`src/rtl/rd_pkg.sv`:
```
package rd_pkg;
  localparam int CODE_W = 3;
  typedef logic [CODE_W-1:0] rate_code_t;
  localparam rate_code_t MAX_CODE = 3'd4;
endpackage

```
`src/rtl/rd_sync.sv`:
```
module rd_sync #(
  parameter int STAGES = 2
) (
  input  logic clk_i,
  input  logic rst_ni,
  input  logic d_i,
  output logic edge_o
);
  logic [STAGES-1:0] sync_q;
  logic              prev_q;

  always_ff @(posedge clk_i or negedge rst_ni) begin
    if (!rst_ni) sync_q[0] <= 1'b0;
    else         sync_q[0] <= d_i;
  end

  for (genvar i = 1; i < STAGES; i++) begin : g_stage
    always_ff @(posedge clk_i or negedge rst_ni) begin
      if (!rst_ni) sync_q[i] <= 1'b0;
      else         sync_q[i] <= sync_q[i-1];
    end
  end

  always_ff @(posedge clk_i or negedge rst_ni) begin
    if (!rst_ni) prev_q <= 1'b0;
    else         prev_q <= sync_q[STAGES-1];
  end

  assign edge_o = sync_q[STAGES-1] ^ prev_q;


  sync_delay_chk: assert property (@(posedge clk_i) disable iff (!rst_ni)
    edge_o |=> (prev_q == $past(sync_q[STAGES-1])));
endmodule

```
`src/rtl/rd_window.sv`:
```
module rd_window
  import rd_pkg::*;
#(
  parameter int RCLK_DIV = 32
) (
  input  logic       clk_i,
  input  logic       rst_ni,
  input  logic       en_i,
  input  rate_code_t code_i,
  input  logic       edge_i,
  output logic       win_end_o,
  output logic       over_o
);
  localparam int BASE_LEN = 2 * RCLK_DIV;
  localparam int CNT_W    = $clog2(BASE_LEN) + 1;

  logic [CNT_W-1:0] cnt_q;
  logic [CNT_W-1:0] win_last;
  logic [1:0]       tc_q;
  logic [2:0]       tc_sum;
  logic             win_start;

  assign win_last  = CNT_W'(BASE_LEN >> code_i) - CNT_W'(1);
  assign win_start = en_i && (cnt_q == '0);
  assign win_end_o = en_i && (cnt_q == win_last);
  assign tc_sum    = {1'b0, tc_q} + {2'b00, edge_i};
  assign over_o    = tc_sum > 3'd2;

  always_ff @(posedge clk_i or negedge rst_ni) begin
    if (!rst_ni) begin
      cnt_q <= '0;
      tc_q  <= '0;
    end else if (!en_i || win_end_o) begin
      cnt_q <= '0;
      tc_q  <= '0;
    end else begin
      cnt_q <= cnt_q + CNT_W'(1);
      tc_q  <= (tc_sum > 3'd3) ? 2'd3 : tc_sum[1:0];
    end
  end


  win_bound_chk: assert property (@(posedge clk_i) disable iff (!rst_ni)
    cnt_q <= CNT_W'(BASE_LEN - 1));

  lock_clear_chk: assert property (@(posedge clk_i) disable iff (!rst_ni)
    !en_i |=> (cnt_q == '0 && tc_q == '0));

  win_restart_chk: assert property (@(posedge clk_i) disable iff (!rst_ni)
    (win_end_o && !win_start) |=> (cnt_q == '0));
endmodule

```
`src/rtl/rd_factor.sv`:
```
module rd_factor
  import rd_pkg::*;
#(
  parameter int SETTLE_WIN = 2
) (
  input  logic       clk_i,
  input  logic       rst_ni,
  input  logic       win_end_i,
  input  logic       over_i,
  output rate_code_t code_o,
  output logic       retrig_o
);
  localparam int SET_W = $clog2(SETTLE_WIN + 2);

  rate_code_t       code_q;
  logic             retrig_q;
  logic [SET_W-1:0] settle_q;
  logic             bump;

  assign bump = win_end_i && (settle_q == '0) && over_i && (code_q < MAX_CODE);

  always_ff @(posedge clk_i or negedge rst_ni) begin
    if (!rst_ni) begin
      code_q   <= '0;
      retrig_q <= 1'b0;
      settle_q <= '0;
    end else begin
      retrig_q <= bump;
      if (bump) begin
        code_q   <= code_q + 3'd1;
        settle_q <= SET_W'(SETTLE_WIN);
      end else if (win_end_i && settle_q != '0) begin
        settle_q <= settle_q - SET_W'(1);
      end
    end
  end

  assign code_o   = code_q;
  assign retrig_o = retrig_q;


  code_max_chk: assert property (@(posedge clk_i) disable iff (!rst_ni)
    code_q <= MAX_CODE);

  code_step_chk: assert property (@(posedge clk_i) disable iff (!rst_ni)
    !$stable(code_q) |-> (code_q == $past(code_q) + 3'd1));

  settle_hold_chk: assert property (@(posedge clk_i) disable iff (!rst_ni)
    (settle_q != '0) |=> !retrig_q);
endmodule

```
`src/rtl/rate_detect_ctrl.sv`:
```
module rate_detect_ctrl
  import rd_pkg::*;
#(
  parameter int RCLK_DIV   = 32,
  parameter int SETTLE_WIN = 2,
  parameter int SYNC_STG   = 2
) (
  input  logic       clk_i,
  input  logic       rst_ni,
  input  logic       lock_i,
  input  logic       data_i,
  output logic [2:0] rate_o,
  output logic       retrig_o
);
  logic       data_edge;
  logic       win_end;
  logic       over;
  rate_code_t code;

  rd_sync #(.STAGES(SYNC_STG)) u_sync (
    .clk_i (clk_i),
    .rst_ni(rst_ni),
    .d_i   (data_i),
    .edge_o(data_edge)
  );

  rd_window #(.RCLK_DIV(RCLK_DIV)) u_window (
    .clk_i    (clk_i),
    .rst_ni   (rst_ni),
    .en_i     (lock_i),
    .code_i   (code),
    .edge_i   (data_edge),
    .win_end_o(win_end),
    .over_o   (over)
  );

  rd_factor #(.SETTLE_WIN(SETTLE_WIN)) u_factor (
    .clk_i    (clk_i),
    .rst_ni   (rst_ni),
    .win_end_i(win_end),
    .over_i   (over),
    .code_o   (code),
    .retrig_o (retrig_o)
  );

  assign rate_o = code;


  retrig_pulse_chk: assert property (@(posedge clk_i) disable iff (!rst_ni)
    retrig_o |=> !retrig_o);

  retrig_match_chk: assert property (@(posedge clk_i) disable iff (!rst_ni)
    retrig_o |-> (rate_o != $past(rate_o)));

  lock_idle_chk: assert property (@(posedge clk_i) disable iff (!rst_ni)
    !lock_i |=> (!retrig_o && $stable(rate_o)));
endmodule

```
`config.mk`:
```
export PLATFORM = sky130hd
export DESIGN_NAME = rate_detect_ctrl
export DESIGN_NICKNAME = d
export VERILOG_FILES = /design/src/rtl/rd_pkg.sv /design/src/rtl/rd_sync.sv /design/src/rtl/rd_window.sv /design/src/rtl/rd_factor.sv /design/src/rtl/rate_detect_ctrl.sv
export SDC_FILE = /design/constraint.sdc
export NUM_CORES = 1
export LEC_CHECK = 0
export BUFFER_PORTS_ARGS = -buffer_cell sky130_fd_sc_hd__buf_2
export CAP_MARGIN = 10
export CORE_MARGIN = 2
export CORE_UTILIZATION = 50
export DETAILED_ROUTE_END_ITERATION = 6
export PLACE_DENSITY_LB_ADDON = 0.2
export SLEW_MARGIN = 10
export SYNTH_ARGS = -nofsm -noshare
export SYNTH_HDL_FRONTEND = slang
export SYNTH_SLANG_ARGS = --single-unit
```
`constraint.sdc`:
```
create_clock -name clk_i -period 5.43 [get_ports clk_i]
set_input_delay 0.543 -clock clk_i [delete_from_list [all_inputs] [get_ports clk_i]]
set_output_delay 0.543 -clock clk_i [all_outputs]
set_load 0.1 [all_outputs]
```
After elaboration in Yosys (flattened, before gate mapping)
Index checks and enable logic that the tools add are counted.
{"block": "totals", "register_bits": 18, "latchBits": 0, "ram_bits": 0, "rom_bits": 0, "inputBits": 4, "output_inout_bits": 4, "word_cells": 34, "n_memories": 0}
{"block": "classes", "addsub": 5, "n_mul": 0, "div": 0, "n_lt_le_gt_ge": 3, "eq_ne": 1, "shift": 1, "mux": 5, "bitwise": 1, "reduce_logical": 10}
{"operator": "2-bit 2-to-1 mux", "n": 4}
{"operator": "7-bit by 1-bit adder with 7-bit output (second input constant)", "n": 1}
{"operator": "7-bit equality test", "n": 1}
{"operator": "7-bit 2-to-1 mux", "n": 1}
{"operator": "7-bit by 3-bit right shift with 7-bit output (first input constant)", "n": 1}
{"operator": "7-bit by 2-bit subtractor with 7-bit output (second input constant)", "n": 1}
{"operator": "3-bit by 2-bit greater-than comparator with 1-bit output (second input constant)", "n": 2}
{"operator": "1-bit logical AND", "n": 5}
{"operator": "2-bit nonzero test", "n": 2}
{"operator": "2-bit by 1-bit adder with 3-bit output", "n": 1}
{"operator": "3-bit by 1-bit adder with 3-bit output (second input constant)", "n": 1}
{"operator": "3-bit < comparator (second input constant)", "n": 1}
{"operator": "2-bit zero test", "n": 1}
{"operator": "2-bit by 1-bit subtractor with 2-bit output (second input constant)", "n": 1}
{"operator": "1-bit zero test", "n": 1}
{"operator": "1-bit logical OR", "n": 1}
{"operator": "1-bit bitwise XOR", "n": 1}

Logic depth before layout (Yosys ltp)
{"block": "logic_depth", "ltp_word": 8, "ltp_mapped": 11, "ltp_nobuf": 10}

By module
From an unflattened synthesis, not the netlist that was laid out.
{"block": "hier_totals", "cells_unflattened": 111, "area_unflattened_um2": 1173.6}
{"mod": "rd_window", "instances": 1, "cells_each": 84, "area_each_um2": 785.8, "seq_area_each_um2": 225.2}
{"mod": "rd_factor", "instances": 1, "cells_each": 23, "area_each_um2": 304.0, "seq_area_each_um2": 150.1}
{"mod": "rd_sync", "instances": 1, "cells_each": 4, "area_each_um2": 83.8, "seq_area_each_um2": 75.1}

Least setup slack after synthesis
OpenSTA, ideal clock, no wires.
{"block": "synth_path", "kind": "reg-to-reg", "from": "register u_factor.code_q[0] (netlist: u_factor.code_o[0])", "to": "register u_factor.code_q[1] (netlist: u_factor.code_o[1])", "setup_ps": 126, "arrival_ps": 3343, "required_time_ps": 5304, "path_slack_ps": 1961, "stages_incl_launch_ff": 11, "n_path_buf": 0, "synth_period_minus_slack_ps": 3469, "path_cell_list": "dfrtp_1 inv_1 ha_1 nand2_1 ha_1 or4b_1 a32oi_1 xnor2_1 nor4_4 nand3_2 mux2_4"}
{"block": "synth_via", "elab_chain_cells": 7, "elab_cells_between_ends": 9, "cone_classes": "2 x add/sub; 1 x order compare; 1 x eq/ne; 1 x shift; 4 x reduce/logical"}
{"item": "start, declared", "line": "rd_factor.sv:15", "rtl": "rate_code_t code_q;"}
{"item": "start signal, assigned", "line": "rd_factor.sv:30", "rtl": "code_q <= code_q + 3'd1;"}
{"item": "7-bit by 3-bit right shift with 7-bit output", "line": "rd_window.sv:23", "rtl": "assign win_last = CNT_W'(BASE_LEN >> code_i) - CNT_W'(1);"}
{"item": "7-bit by 2-bit subtractor with 7-bit output", "line": "rd_window.sv:23"}
{"item": "7-bit equality test", "line": "rd_window.sv:25", "rtl": "assign win_end_o = en_i && (cnt_q == win_last);"}
{"item": "1-bit logical AND", "line": "rd_window.sv:25"}
{"item": "1-bit logical AND (3 in series)", "line": "rd_factor.sv:20", "rtl": "assign bump = win_end_i && (settle_q == '0) && over_i && (code_q < MAX_CODE);"}
Parallel ways exist; a longest one is shown, timed or not.
A chain may end at the register's enable or synchronous reset.

Final worst setup path
Ends and elaborated chain as after synthesis.

==> flow_summary.ini <==
[status]
status = completed

[layout]
final_common_cell = dfrtp_1
drive_above_1_share = 0.1316
final_cell_mix = dfrtp_1 (18), ha_1 (13), xnor2_1 (12), nor2_1 (12), inv_1 (8)
area_growth_syn_to_layout_pct = 8.843
antenna_cells = 0
nets = 132
finalCoreUtilization = 0.5591

[power]
power_leakage_uw = 0.0005952
power_uw = 285.5
vdd_drop_max_mv = 0.1781
p_per_area_mw_per_mm2 = 237.6

[critical_path]
reg2reg_from = u_factor.code_o[0]
crit_path_top_delay_cell = or4b_1
reg2reg_depth = 10
crit_top_cell = ha_1
reg2reg_slack_ns = 2.39
start_kind = flop
arrival_ns = 3.22
rr_endpoint = u_factor.code_o[1]
path_class = flop to flop
critPathCaptureType = flop
slowest_delay_ns = 0.48
path_max_fanout = 8
path_cells = inv_1 -> ha_1 -> nand2_1 -> ha_1 -> or4b_1 -> a32oi_1 -> xnor2_1 -> nor4_4 -> nand3_2 -> mux2_4
critical_path_required_ns = 5.61

[synth]
yosysWarnings = 0
synth_edf_count = 0
synthCells = 105
synth-seq-cells = 18
synth_top_family_by_area = simple AND/OR/NAND/NOR gates
synth-adder-area-share = 0.1474
synthMuxAreaShare = 0.02268
syn_nets = 122
ys.flop_type = dfrtp_1
synth_xor_area_frac = 0.1349
postSynth.asyncResetShare = 1.000
synth-simple-area-share = 0.2041
synth_area_mm2 = 0.001104
synth_compound_area_frac = 0.04762
yosys.cell_types.count = 31
ys_seq_area_frac = 0.4082
synth_area_per_cell_um2 = 10.51

[routing]
routed_via_density = 4.993
drt_first_pass_iters = 5
wl_per_cell_um = 12.06
final_antenna_net_count = 0
vias = 709
dr.first_iter.drc_count = 15
wl_mm = 1.713
drc = 0

[floorplanning]
ios = 8
fp.dieW_um = 50.98
die_area_mm2 = 0.002599
num_rows = 17
core_mm2 = 0.002148
initial_core_util = 0.5137
chipHeight_um = 50.98

[clocking]
clock_path_buffers = 2
tritoncts = done
postCtsSetupRepairBufs = 0
cts.sinks = 18
cts-buffers-inserted = 3
cts_hold_buf = 0
root_buffer = clkbuf_4
clock_latency_ns = 0.30
post_cts_resized = 0
clkTransAtPathRegs_ns = 0.11
htreeDepth = 1

[sta]
rsz0062_at_grt = false
setup_viol = 0
fin_worst_skew_ns = 0.009749
tns_ns = 0
worst-slew-pin-transition_ns = 0.5213
finalHoldViolCount = 0
min_period_ns = 3.038
min_period_over_period = 0.5594
fmax_mhz = 329.2
drv_slew = 0
maxSlewHeadroom = 0.6476

[job]
maxCapViolations = 0

[place]
io_buffer_count = 7
globalplace.congestion = 0.7512
dp_hpwl_mm = 1.305

[grt]
grt_overflow_total = 0
antenna_found_initial = 0
grt_pass1_wl_mm = 2.946
met3_usage = 0.04386
busiest_layer = met1
use_met2 = 0.2143
met1_usage = 0.2208
grt_max_degree = 19
grt_pass1_vias = 658
grt.total_usage = 0.1539

[hold_path]
worst_hold_path_type = input pin to async pin
-- synthesized netlist by cell type (2+ instances only) --
library cell / instances / area [um2]
nor2b_1: 2 / 12.51
xor2_1: 5 / 43.79
nor3b_1: 2 / 15.01
ha_1: 13 / 162.7
nor4b_1: 2 / 17.52
and3_1: 2 / 12.51
nand3_1: 3 / 15.01
xnor2_1: 12 / 105.1
nand2b_1: 3 / 18.77
nor2_1: 12 / 45.04
dfrtp_1: 18 / 450.4
inv_1: 8 / 30.03
nand2_1: 5 / 18.77
-- metal layers --
metal | up-vias | wire, um
met3 | 3 | 38
met5 | - | 0
met2 | 6 | 769
met4 | 0 | 23
met1 | 332 | 881
li1 | 368 | -
-- layout make-up --
class | count | area [um2]
Timing Repair Buffer | 7 | 35.03
Multi-Input combinational cell | 77 | 614.3
Fill cell | 201 | 947.2
Inverter | 8 | 30.03
Clock buffer | 4 | 36.28
Sequential cell | 18 | 450.4
Tap cell | 28 | 35.03
-- sequential cells by signal, indices dropped and copies added, names as in the netlist --
register and flops:
u_factor.settle_q 2, u_window.tc_q 2, u_sync.prev_q 1, u_window.cnt_q 7, u_factor.code_o 3, u_factor.retrig_o 1, u_sync.sync_q 2
-- metrics by stage --
step	instances	cell area, um2	hold slack (ns)	worst slack [ns]
floorplan	105	1104	0.2474	1.961
global placement	138	1165	0.3339	2.508
detailed placement	138	1165	0.3347	2.403
CTS	142	1201	0.1586	2.373
global route	142	1201	0.1677	2.195
finish	142	1201	0.1456	2.392
-- worst max-delay path, delay by kind of cell (launching register included) --
kind            cells  cell delay, ns
mux                 1            0.32
buf+inv             1            0.09
fa+ha+maj           2            0.55
compound gates      1            0.24
simple gates        4            1.17
flops               1            0.43
xor+xnor            1            0.12
-- worst max-delay path by stage --
stage | to | cells past startpoint | slack, ns | startpoint
floorplan | u_factor.code_o[1] | 10 | 1.96 | u_factor.code_o[0]
global placement | u_factor.code_o[1] | 10 | 2.51 | u_factor.code_o[0]
detailed placement | u_factor.code_o[1] | 10 | 2.40 | u_factor.code_o[0]
CTS | u_factor.code_o[1] | 10 | 2.37 | u_factor.code_o[0]
global route | u_window.cnt_q[4] | 10 | 2.20 | u_factor.code_o[0]
finish | u_factor.code_o[1] | 10 | 2.39 | u_factor.code_o[0]
-- kinds of logic (layout without fill, tap and decap cells) --
group / after synthesis / count (layout)
AND/OR/NAND/NOR: 38 / 38
flip-flops: 18 / 18
XOR/XNOR: 17 / 17
adder cells (fa/ha/maj): 13 / 13
buffers and inverters: 10 / 19
AO/OA/AOI/OAI: 7 / 7
multiplexers: 2 / 2
-- power breakdown --
group,internal (uW),switching (uW),leakage (uW),total [uW]
logic,22.6,25.5,0.000343,48.1
clock network,40.9,41.6,0.0000210,82.5
registers,147,7.90,0.000231,155
total,210,75.0,0.000595,285
(Power assumes the default switching activity.)
